`src/rtl/rt_exec_pkg.sv`:
```
package rt_exec_pkg;
  typedef enum logic [1:0] {
    OP_UPD  = 2'd0,
    OP_PLAY = 2'd1,
    OP_WAIT = 2'd2,
    OP_SYNC = 2'd3
  } op_e;

  typedef enum logic [1:0] {
    ST_IDLE = 2'd0,
    ST_RUN  = 2'd1,
    ST_SYNC = 2'd2,
    ST_HALT = 2'd3
  } st_e;
endpackage

```
`src/rtl/rt_dur_check.sv`:
```
module rt_dur_check #(
  parameter int DUR_W  = 16,
  parameter int CYC_NS = 4
) (
  input  logic [DUR_W-1:0] dur_ns,
  output logic             legal,
  output logic [DUR_W-1:0] cycles
);
  localparam int SH = $clog2(CYC_NS);
  localparam logic [DUR_W-1:0] MIN_NS = DUR_W'(CYC_NS);

  always_comb begin
    legal  = (dur_ns >= MIN_NS) && (dur_ns[SH-1:0] == '0);
    cycles = dur_ns >> SH;
  end
endmodule

```
`src/rtl/rt_barrier.sv`:
```
module rt_barrier #(
  parameter int N = 4
) (
  input  logic [N-1:0] arrive,
  input  logic [N-1:0] enable,
  output logic         release_all
);
  logic [N-1:0] ready;

  for (genvar i = 0; i < N; i++) begin : g_mask
    assign ready[i] = arrive[i] | ~enable[i];
  end

  assign release_all = &ready;
endmodule

```
`src/rtl/rt_param_out.sv`:
```
module rt_param_out #(
  parameter int OFS_W = 16
) (
  input  logic             clk,
  input  logic             rst,
  input  logic             apply,
  input  logic             is_play,
  input  logic [OFS_W-1:0] snap0,
  input  logic [OFS_W-1:0] snap1,
  output logic [OFS_W-1:0] ofs0,
  output logic [OFS_W-1:0] ofs1,
  output logic             upd_strobe,
  output logic             play_strobe
);
  always_ff @(posedge clk) begin
    if (rst) begin
      ofs0        <= '0;
      ofs1        <= '0;
      upd_strobe  <= 1'b0;
      play_strobe <= 1'b0;
    end else begin
      upd_strobe  <= apply;
      play_strobe <= apply & is_play;
      if (apply) begin
        ofs0 <= snap0;
        ofs1 <= snap1;
      end
    end
  end


  play_with_upd_chk: assert property (@(posedge clk) disable iff (rst)
    play_strobe |-> upd_strobe);
endmodule

```
`src/rtl/rt_cmd_exec.sv`:
```
module rt_cmd_exec
  import rt_exec_pkg::*;
#(
  parameter int DUR_W  = 16,
  parameter int OFS_W  = 16,
  parameter int N_SYNC = 4,
  parameter int CYC_NS = 4
) (
  input  logic              clk,
  input  logic              rst,
  input  logic              start,
  input  logic              clr_err,
  input  logic              cmd_valid,
  input  logic [1:0]        cmd_op,
  input  logic [DUR_W-1:0]  cmd_dur,
  input  logic [OFS_W-1:0]  cmd_ofs0,
  input  logic [OFS_W-1:0]  cmd_ofs1,
  output logic              cmd_pop,
  input  logic [N_SYNC-1:0] peer_arrive,
  input  logic [N_SYNC-1:0] sync_enable,
  output logic              sync_wait,
  output logic [OFS_W-1:0]  ofs0,
  output logic [OFS_W-1:0]  ofs1,
  output logic              upd_strobe,
  output logic              play_strobe,
  output logic              underflow,
  output logic              dur_err
);
  st_e              state;
  logic [DUR_W-1:0] cnt;
  logic [DUR_W-1:0] sync_cnt;
  logic             dur_ok;
  logic [DUR_W-1:0] dur_cyc;
  logic             release_all;
  logic             due;
  logic             apply;
  op_e              op;

  assign op = op_e'(cmd_op);

  rt_dur_check #(.DUR_W(DUR_W), .CYC_NS(CYC_NS)) u_dur (
    .dur_ns(cmd_dur), .legal(dur_ok), .cycles(dur_cyc)
  );

  rt_barrier #(.N(N_SYNC)) u_bar (
    .arrive(peer_arrive), .enable(sync_enable), .release_all(release_all)
  );

  always_comb begin
    due     = ((state == ST_IDLE) && start) || ((state == ST_RUN) && (cnt == '0));
    cmd_pop = due && cmd_valid;
    apply   = cmd_pop && dur_ok && ((op == OP_UPD) || (op == OP_PLAY));
  end

  rt_param_out #(.OFS_W(OFS_W)) u_par (
    .clk(clk), .rst(rst), .apply(apply), .is_play(op == OP_PLAY),
    .snap0(cmd_ofs0), .snap1(cmd_ofs1),
    .ofs0(ofs0), .ofs1(ofs1), .upd_strobe(upd_strobe), .play_strobe(play_strobe)
  );

  always_ff @(posedge clk) begin
    if (rst) begin
      state     <= ST_IDLE;
      cnt       <= '0;
      sync_cnt  <= '0;
      underflow <= 1'b0;
      dur_err   <= 1'b0;
    end else begin
      case (state)
        ST_IDLE, ST_RUN: begin
          if ((state == ST_RUN) && (cnt != '0)) begin
            cnt <= cnt - 1'b1;
          end else if (due) begin
            if (!cmd_valid) begin
              underflow <= 1'b1;
              state     <= ST_HALT;
            end else if (!dur_ok) begin
              dur_err <= 1'b1;
              state   <= ST_HALT;
            end else if (op == OP_SYNC) begin
              sync_cnt <= dur_cyc - 1'b1;
              state    <= ST_SYNC;
            end else begin
              cnt   <= dur_cyc - 1'b1;
              state <= ST_RUN;
            end
          end
        end
        ST_SYNC: begin
          if (release_all) begin
            cnt   <= sync_cnt;
            state <= ST_RUN;
          end
        end
        default: begin
          if (clr_err) begin
            underflow <= 1'b0;
            dur_err   <= 1'b0;
            state     <= ST_IDLE;
          end
        end
      endcase
    end
  end

  assign sync_wait = (state == ST_SYNC);


  underflow_sticky_chk: assert property (@(posedge clk) disable iff (rst)
    (underflow && !clr_err) |=> underflow);


  halted_no_pop_chk: assert property (@(posedge clk) disable iff (rst)
    (underflow || dur_err) |-> !cmd_pop);


  offsets_hold_chk: assert property (@(posedge clk) disable iff (rst)
    !upd_strobe |-> ($stable(ofs0) && $stable(ofs1)));


  sync_no_apply_chk: assert property (@(posedge clk) disable iff (rst)
    sync_wait |=> !upd_strobe);


  no_early_pop_chk: assert property (@(posedge clk) disable iff (rst)
    ((state == ST_RUN) && (cnt != '0)) |-> !cmd_pop);
endmodule

```
`config.mk`:
```
export PLATFORM = sky130hd
export DESIGN_NAME = rt_cmd_exec
export DESIGN_NICKNAME = d
export VERILOG_FILES = /design/src/rtl/rt_exec_pkg.sv /design/src/rtl/rt_dur_check.sv /design/src/rtl/rt_barrier.sv /design/src/rtl/rt_param_out.sv /design/src/rtl/rt_cmd_exec.sv
export SDC_FILE = /design/constraint.sdc
export NUM_CORES = 1
export LEC_CHECK = 0
export ABC_CLOCK_PERIOD_IN_PS = 2600
export BUFFER_PORTS_ARGS = -buffer_cell sky130_fd_sc_hd__buf_2
export CAP_MARGIN = 10
export CORE_MARGIN = 3
export CORE_UTILIZATION = 45
export CTS_CLUSTER_DIAMETER = 30
export DETAILED_ROUTE_END_ITERATION = 7
export PLACE_DENSITY = 0.7
export SETUP_SLACK_MARGIN = 0.5
export SYNTH_ARGS = -nofsm -noshare
export SYNTH_HDL_FRONTEND = slang
export SYNTH_SLANG_ARGS = --single-unit
```
`constraint.sdc`:
```
create_clock -name clk -period 2.6 [get_ports clk]
set_input_delay 0.78 -clock clk [delete_from_list [all_inputs] [get_ports clk]]
set_output_delay 0.78 -clock clk [all_outputs]
set_load 0.03 [all_outputs]
```
==> impl_metrics.tcl, run 1 <==
set metrics [dict create \
    critical_path.endpoint_type "output pin" \
    synth_flop_cell "dfxtp_1" \
    whs_ps 450 \
    cp_cell_sequence "nor4_4 -> nand4_1 -> mux2_4 -> nor2_4 -> and2_4 -> buf_6" \
    async_flop_share 0 \
    layoutNonFillerInstCount 736 \
    slew_headroom 0.620 \
    report.final.setup_viol 1 \
    critPathMaxStageDelay_ps 380 \
    via_per_inst 6.06 \
    finish.instance_area_sq_um 6210 \
    initial_utilization 0.470 \
    tritoncts "yes" \
    grt_antenna_before_repair 0 \
    design.final.nets 696 \
    r2r_setup_slack_ps 20 \
    wl_per_cell_um 19.6 \
    placed_area_sq_um 4790 \
    synth_cell_type_count 62 \
    fp.dieW_um 96.5 \
    number_of_sinks_handled_by_clock_tree_synthesis 69 \
    mappedNetlistNets 529 \
    1st_pass_router_iterations 5 \
    synth_top_area_cell "dfxtp_1" \
    area_growth_syn_to_layout_pct 68.3 \
    worst_r2r_endpoint "u_par.ofs1[1]$_SDFFE_PP0P_" \
    drcViolationCount 0 \
    final_total_pwr_mw 4.84 \
    drive_gt1_frac 0.543 \
    post-place-cells 671 \
    ys.warnings.count 0 \
    synth-seq-area-share 0.374 \
    timing.final.crit_share 1.08 \
    synth-compound-area-share 0.245 \
    largest_cells_by_area_after_synthesis "dfxtp_1 37%, nand2_1 9.0%, a21oi_1 7.5%" \
    worstSkewPairLatency_ps 370 \
    dieHeight_um 96.5 \
    post-route-util 0.791 \
    max_freq_ghz 0.356 \
    post_route_antenna_net_violation_count 0 \
    placement.setup.worst_slack_ps -56.0 \
    grt_remaining_overflow 0 \
    grt_max_degree 40 \
    crit_path_max_fanout 3 \
    final_max_slew_viol_count 0 \
    fp.dieArea_sq_um 9320 \
    finClkSkew_ps 17.0 \
    hold_path.startpoint "u_par.ofs0[11]$_SDFFE_PP0P_" \
    num_vias 4459 \
    cts.htree.levels 3 \
    final_hold_viol_count 0 \
    totalNegativeSetupSlack_ps -212 \
    ctsLongestPathBuffers 2 \
    ff2ff_path_depth 10 \
    worst-endpoint-arrival_ps 2030 \
    core-area_sq_um 7850 \
    outcome "finished, violations left" \
    synth_simple_gate_area_share 0.246 \
    clkSlewWorstSetupHoldPaths_ps 90 \
    n_antenna_cell 0 \
    syn_area_sq_um 3690 \
    drt_iter0_drc 405 \
    post_route_minimum_period_ps 2810 \
    critical_path.slowest_cell "nor4_4" \
    global_route_wire_length_before_repair_um 19200 \
    synth_enable_flop_cells 0 \
    ir_drop_mv 0.397 \
    post_synth_xor_area_fraction 0.0404 \
    largest_family_of_logic_cells_by_synthesized_area "simple AND/OR/NAND/NOR gates" \
    tightestPinTransition_ps 565 \
    worst_slack_setup_final_ps -212 \
    fp-row-count 32 \
    power_density_nw_per_um2 779 \
    rsz0062_at_grt "yes" \
    maxCapViolations 0 \
    port_buffers 100 \
    grt_util_all_layers 0.266 \
    mapped_avg_cell_area_sq_um 7.98 \
    drt_total_wl_um 14400 \
    timing.hold.worst_endpoint "u_par.ofs0[11]$_SDFFE_PP0P_" \
    required_ps 1820 \
    synth_fa_ha_area_frac 0.0136 \
    start_kind "register" \
    grt_pass1_vias 3877 \
    failed_checks "setup timing" \
    rr_startpoint "cnt[7]$_SDFFE_PP0P_" \
    critical_path_class "register to output pin" \
    leakage_nw 2.53 \
    cts_root_buf "clkbuf_8" \
    worstHoldPathType "register to register" \
    dpl.hpwl_um 7720 \
    synth.ff_latch_count 69 \
    cts_buf_count 9 \
    gp_routability_congestion 0.924 \
    io_pins 101 \
    hold-path-cell-count 2 \
    synth.area.mux_share 0.0285 \
    post-synth-top-area-fraction 0.374 \
    synthCells 462 \
]
-- cell type report --
class,instances,area (sq um)
multi-input cells,350,2890
inverters,12,62.6
clock buffers,9,124
flip-flops and latches,69,1400
fillers,474,1640
clock inverters,7,104
well taps,102,128
repair buffers,187,1500
-- how the worst max path moves through the flow --
| stage | start | endpoint | slack [ps] | depth (start not counted) |
|---|---|---|---|---|
| 2_1_floorplan | cnt[2]$_SDFFE_PP0P_ | cmd_pop | 190 | 6 |
| 3_3_place_gp | cmd_dur[12] | cnt[14]$_SDFFE_PP0P_ | 20 | 7 |
| 3_5_place_dp | cmd_dur[3] | sync_cnt[9]$_SDFFE_PP0P_ | -60 | 10 |
| 4_1_cts | cnt[1]$_SDFFE_PP0P_ | cmd_pop | -180 | 8 |
| 5_1_grt | cnt[1]$_SDFFE_PP0P_ | cmd_pop | -280 | 8 |
| 6_report | cnt[7]$_SDFFE_PP0P_ | cmd_pop | -210 | 6 |
-- flip-flops by register name, summed over array words and instances (netlist names) --
name               cells
u_par.ofs1            16
u_par.play_strobe      1
u_par.ofs0            16
u_par.upd_strobe       1
cnt                   16
state                  2
sync_cnt              15
dur_err                1
underflow              1
-- critical path, delay by kind of cell (launching register included) --
kind	cells	cell delay [ps]
flip-flops	1	360
buffers and inverters	1	120
AND/OR/NAND/NOR	4	850
multiplexers	1	340
-- cells in the final DEF, fill, tap and decap left out, types with 3 or more instances in the layout --
cell type	instances
nand3_1	8
nand4_1	6
or3_1	3
nor3_1	4
clkbuf_8	9
a21oi_2	9
dfxtp_1	63
nor3_4	4
a21oi_4	8
nor2_4	10
mux2i_1	8
a211oi_1	3
inv_1	7
buf_2	94
nor2b_1	5
inv_6	5
buf_16	5
buf_4	57
buf_12	9
a31oi_1	5
xor2_2	3
xnor2_1	8
xor2_1	4
a211oi_2	23
buf_8	3
dfxtp_4	4
nor4_2	3
o211ai_1	5
nor4_4	4
a21oi_1	38
o21ai_0	5
nand2_2	19
nand2_1	62
o31ai_1	3
nor2_1	25
nor2_2	4
buf_6	17
nand2_4	6
-- report_power, final --
group | switching [mW] | internal, mW
logic | 1.39 | 1.14
clock network | 0.493 | 0.555
registers | 0.110 | 1.15
total | 2.00 | 2.84
-- per-layer routing --
metal | up-vias | track usage | part of all wire
li1 | 2009 | - | -
met1 | 2125 | 0.336 | 0.39
met2 | 263 | 0.430 | 0.49
met3 | 62 | 0.0627 | 0.082
met4 | 0 | 0.118 | 0.038
met5 | - | 0 | 0
-- what timing repair did --
action                     CTS  global route
pin swaps                   25            29
setup buffers               20            21
gates cloned                 6             2
setup endpoints to repair   67            67
resized for setup           63           101
hold buffers                 0             0
hold endpoints to repair     0             0
-- synthesized netlist by cell type (5+ instances only) --
library cell  number
a31oi_1            7
nand4_1            6
a211oi_2           8
xnor2_1           10
a211oi_1          18
nor2_1            38
o21ai_0            9
clkbuf_1          17
nand3_1            9
nand2_1           88
buf_2              9
a21oi_1           55
nor4_1             7
nor3_1             8
nor2b_1            5
o211ai_1           5
dfxtp_1           69
mux2i_1            9
inv_1             11
xor2_1             7
-- cells by family after synthesis --
| group | after synthesis |
|---|---|
| AO/OA/AOI/OAI | 131 |
| XOR/XNOR | 17 |
| adder cells (fa/ha/maj) | 4 |
| buffers and inverters | 44 |
| flip-flops | 69 |
| multiplexers | 10 |
| AND/OR/NAND/NOR | 187 |
No activity file was read; power rests on OpenSTA's default activity.
==> run 2: changes to the inputs <==
Settings changed: CTS_CLUSTER_SIZE from default to 8, TNS_END_PERCENT from default to 20.
==> run 2 against run 1 <==
Against the previous run:
- via count decreased by 6.7%
- die area unchanged
- the flow still finishes with violations (setup timing)
- fmax decreased by 0.97%
- sequential share of layout area increased by 1.7 points
- combinational power decreased by 26%
- routed wire length decreased by 10%
- utilization decreased by 6.2 points
- register-to-register slack got worse by 260 ps
- non-clock buffer count decreased by 21
==> impl_metrics.tcl, run 2 (synthesis gave the netlist of run 1 again) <==
set metrics [dict create \
    outcome "finished, violations left" \
    failed_checks "setup timing" \
    post-route-util 0.729 \
    worstSkewPairLatency_ps 350 \
    critical_path.slowest_cell "dfxtp_2" \
    gp_routability_congestion 0.900 \
    maxCapViolations 0 \
    mostFrequentLayoutCell "buf_2" \
    dieHeight_um 96.5 \
    wl_per_cell_um 18.1 \
    max_freq_ghz 0.352 \
    tritoncts "yes" \
    final_hold_viol_count 0 \
    critical_path.most_common_cell "buf_6" \
    worstHoldPathType "register to register" \
    final_max_slew_viol_count 0 \
    post_route_minimum_period_ps 2840 \
    number_of_sinks_handled_by_clock_tree_synthesis 69 \
    leakage_nw 2.31 \
    crit_path_max_fanout 8 \
    cp_cell_sequence "inv_2 -> ha_4 -> nor4b_4 -> nand4_1 -> mux2_4 -> buf_6 -> buf_6 -> buf_6 -> buf_6 -> buf_6 -> buf_4 -> nor3_4 -> buf_12 -> buf_8 -> nand2_1 -> a21oi_1" \
    critPathMaxStageDelay_ps 340 \
    slew_headroom 0.508 \
    power_density_nw_per_um2 723 \
    post_route_antenna_net_violation_count 0 \
    worst-endpoint-arrival_ps 3090 \
    rsz0062_at_grt "yes" \
    placement.setup.worst_slack_ps -78.9 \
    cts.htree.levels 3 \
    fp.dieW_um 96.5 \
    drcViolationCount 0 \
    via_per_inst 5.82 \
    clkSlewWorstSetupHoldPaths_ps 80 \
    worst_slack_setup_final_ps -240 \
    design.final.nets 674 \
    num_vias 4159 \
    global_route_wire_length_before_repair_um 18700 \
    grt_antenna_before_repair 0 \
    dpl.hpwl_um 7620 \
    cts_buf_count 9 \
    report.final.setup_viol 36 \
    core-area_sq_um 7850 \
    1st_pass_router_iterations 5 \
    final_cell_mix "97 x buf_2, 68 x nand2_1, 65 x dfxtp_1, 38 x buf_4" \
    initial_utilization 0.470 \
    timing.final.crit_share 1.09 \
    fp.dieArea_sq_um 9320 \
    finClkSkew_ps 11.3 \
    final_total_pwr_mw 4.13 \
    start_kind "register" \
    grt_pass1_vias 3865 \
    io_pins 101 \
    grt_util_all_layers 0.261 \
    grt_remaining_overflow 0 \
    ctsLongestPathBuffers 2 \
    port_buffers 100 \
    drt_iter0_drc 307 \
    grt_max_degree 40 \
    ir_drop_mv 0.631 \
    tightestPinTransition_ps 738 \
    critical_path.endpoint_type "register" \
    area_growth_syn_to_layout_pct 55.1 \
    drive_gt1_frac 0.461 \
    cts_root_buf "clkbuf_8" \
    fp-row-count 32 \
    largestRegisters "cnt x16, u_par.ofs0 x16, u_par.ofs1 x16" \
    drt_total_wl_um 13000 \
    critical_path_class "register to register" \
    required_ps 2850 \
]
[run 2: worst paths after layout]
kind	from	cells after the start	slack, ps	to
min	u_par.ofs0[8]$_SDFFE_PP0P_	2	460	u_par.ofs0[8]$_SDFFE_PP0P_
max reg2reg	cnt[1]$_SDFFE_PP0P_	16	-240	u_par.ofs1[2]$_SDFFE_PP0P_
min reg2reg	u_par.ofs0[8]$_SDFFE_PP0P_	2	460	u_par.ofs0[8]$_SDFFE_PP0P_
max	cnt[1]$_SDFFE_PP0P_	16	-240	u_par.ofs1[2]$_SDFFE_PP0P_
[run 2: area by class of cell]
type / instances / area, sq um
timing repair buffer: 166 / 1340
multi-input combinational: 349 / 2570
fill: 569 / 2130
inverter: 12 / 62.6
antenna: 1 / 2.50
sequential: 69 / 1390
clock buffer: 10 / 138
clock inverter: 6 / 86.3
tap: 102 / 128
[run 2: worst max-delay path: cells and delay by family (launching register included)]
family                   cells  cell delay, ps
multiplexers                 1             330
adder cells (fa/ha/maj)      1             120
AND/OR/NAND/NOR              4             700
AO/OA/AOI/OAI                1             200
flip-flops                   1             340
buffers and inverters        9            1040
[run 2: power breakdown]
group | switching, mW | total, mW | internal, mW
Sequential | 0.113 | 1.25 | 1.14
Clock | 0.436 | 1.00 | 0.565
Combinational | 1.03 | 1.88 | 0.848
[run 2: per-stage QoR]
| stage | hold WS (ps) | setup TNS (ps) | cell area [sq um] | cells |
|---|---|---|---|---|
| 3_5_place_dp | 444 | -488 | 4690 | 670 |
| 3_3_place_gp | 439 | 0 | 4690 | 670 |
| 5_1_grt | 473 | -8950 | 5720 | 714 |
| 6_report | 455 | -5470 | 5720 | 715 |
| 4_1_cts | 455 | -2820 | 5390 | 706 |
| 2_1_floorplan | 452 | 0 | 3870 | 462 |
[run 2: metal layers]
metal	vias to the layer above	wire, um	GRT usage
li1	1957	-	-
met1	2016	5200	0.321
met2	156	6700	0.443
met3	30	752	0.0581
met4	0	304	0.100
met5	-	0	0.00595
[run 2: what timing repair did]
| item | in CTS | in global routing |
|---|---|---|
| cloned | 6 | 4 |
| buffers inserted | 14 | 4 |
| endpoints found under the setup margin | 69 | 69 |
| pin swaps | 28 | 37 |
| hold buffers | 0 | 0 |
| resized for setup | 47 | 57 |
==> run 3: changes to the inputs <==
Settings changed: ABC_CLOCK_PERIOD_IN_PS 2600 to 2300, CELL_PAD_IN_SITES_DETAIL_PLACEMENT from default to 1, CELL_PAD_IN_SITES_GLOBAL_PLACEMENT from default to 2, CORE_UTILIZATION 45 to 27, PLACE_DENSITY 0.7 to 0.73, TNS_END_PERCENT 20 to 100.
Clock period 2.6 ns to 2.3 ns, I/O delays scaled along.
==> run 3 against run 2 <==
Against the previous run:
- sequential share of layout area shrank 3.7 points
- highest routed layer unchanged
- die area up 62%
- clock power rose by 47%
- the flow still finishes with violations (setup timing)
- setup slack worse by 200 ps
- largest power group unchanged
- critical endpoint is now cmd_pop
- first-iteration DRC count increased by 11%
- via count grew 8.1%
- sequential power increased by 10%
- non-clock buffer count increased by 75
- final area grew 19%
- count of clock-buffer cells in the layout is 1 lower
- combinational power up 68%
- total power is 45% higher
==> impl_metrics.tcl, run 3 (synthesis gave the netlist of run 1 again) <==
set metrics [dict create \
    io_pins 101 \
    global_route_wire_length_before_repair_um 24400 \
    grt_util_all_layers 0.208 \
    core-area_sq_um 13300 \
    final_hold_viol_count 0 \
    rsz0062_at_grt "yes" \
    ir_drop_mv 0.417 \
    ctsLongestPathBuffers 2 \
    final_cell_mix "111 x buf_4, 94 x buf_2, 78 x nand2_1, 63 x dfxtp_1, 42 x a21oi_1" \
    worst_slack_setup_final_ps -436 \
    1st_pass_router_iterations 4 \
    num_vias 4495 \
    power_density_nw_per_um2 884 \
    finClkSkew_ps 10.1 \
    leakage_nw 2.84 \
    final_max_slew_viol_count 0 \
    drt_iter0_drc 341 \
    max_freq_ghz 0.366 \
    via_per_inst 5.20 \
    design.final.nets 751 \
    fp.dieW_um 123 \
    dpl.hpwl_um 9820 \
    required_ps 1610 \
    whs_ps 448 \
    gp_routability_congestion 0.804 \
    grt_remaining_overflow 0 \
    cts.htree.levels 3 \
    start_kind "register" \
    maxCapViolations 0 \
    initial_utilization 0.277 \
    cts_root_buf "clkbuf_16" \
    tightestPinTransition_ps 448 \
    mostFrequentLayoutCell "buf_4" \
    slew_headroom 0.701 \
    drcViolationCount 0 \
    crit_path_max_fanout 2 \
    worst-endpoint-arrival_ps 2050 \
    failed_checks "setup timing" \
    clkSlewWorstSetupHoldPaths_ps 60 \
    worstSkewPairLatency_ps 340 \
    number_of_sinks_handled_by_clock_tree_synthesis 69 \
    n_antenna_cell 0 \
    grt_max_degree 21 \
    post_route_antenna_net_violation_count 0 \
    grt_pass1_vias 4647 \
    wl_per_cell_um 19.0 \
    area_growth_syn_to_layout_pct 84.0 \
    report.final.setup_viol 53 \
    post_route_minimum_period_ps 2740 \
    grt_antenna_before_repair 0 \
    cts_buf_count 9 \
    hold-path-cell-count 2 \
    largestRegisters "cnt x16, u_par.ofs0 x16, u_par.ofs1 x16" \
    ff2ff_path_depth 11 \
    critical_path_class "register to output pin" \
    worstHoldPathType "register to register" \
    outcome "finished, violations left" \
    drt_total_wl_um 16500 \
    critical_path.endpoint_type "output pin" \
    drive_gt1_frac 0.553 \
    r2r_setup_slack_ps -390 \
    tritoncts "yes" \
    timing.final.crit_share 1.19 \
    dieHeight_um 123 \
    port_buffers 100 \
    placement.setup.worst_slack_ps -559 \
    fp-row-count 42 \
    fp.dieArea_sq_um 15100 \
]
run 3: final cells by class:
| cell class | count | area, sq um |
|---|---|---|
| clock inverter | 7 | 80.1 |
| clock buffer | 9 | 225 |
| multi-input combinational | 351 | 2820 |
| timing repair buffer | 241 | 1980 |
| fill | 1536 | 6510 |
| sequential | 69 | 1390 |
| inverter | 12 | 67.6 |
| tap | 176 | 220 |
run 3: report_power, final:
group | switching [mW] | internal, mW | total (mW)
registers | 0.0879 | 1.29 | 1.38
logic | 1.70 | 1.45 | 3.15
clock network | 0.616 | 0.854 | 1.47
total | 2.40 | 3.60 | 6.00
run 3: stage by stage:
| step | instances | area, sq um | power [mW] | setup TNS, ps | util |
|---|---|---|---|---|---|
| after floorplan | 462 | 3980 | 2.67 | -23.1 | - |
| after detailed placement | 806 | 5320 | 3.59 | -25750 | 0.400 |
| final | 865 | 6790 | 6.00 | -11280 | 0.510 |
| after global routing | 865 | 6790 | 6.25 | -14970 | 0.510 |
| after global placement | 806 | 5320 | 3.53 | -24230 | 0.400 |
| after CTS | 855 | 6600 | 5.67 | -10480 | 0.496 |
run 3: worst max-delay path: stages (launching register included):
cell and delay (ps):
dfxtp_2 330, nor4_4 360, nand4_1 260, mux2_4 350
nor2_4 130, and2_4 150, buf_6 120
run 3: metal layers:
metal,vias to the layer above,GRT usage,wire [um]
met2,156,0.358,8230
met1,2195,0.254,7010
met3,26,0.0350,882
li1,2118,-,-
met4,0,0.0903,331
met5,-,0,0
run 3: repair_timing:
item,in CTS,in global routing
resized for setup,104,29
setup buffers,21,10
hold buffers,0,0
gates cloned,12,0
endpoints found under the setup margin,70,71
pin swaps,28,22
run 3: worst paths after layout:
path / startpoint / to
setup reg to reg: cnt[6]$_SDFFE_PP0P_ / sync_cnt[9]$_SDFFE_PP0P_
setup / recovery: cnt[6]$_SDFFE_PP0P_ / cmd_pop
hold reg to reg: u_par.ofs1[8]$_SDFFE_PP0P_ / u_par.ofs1[8]$_SDFFE_PP0P_
hold / removal: u_par.ofs1[8]$_SDFFE_PP0P_ / u_par.ofs1[8]$_SDFFE_PP0P_
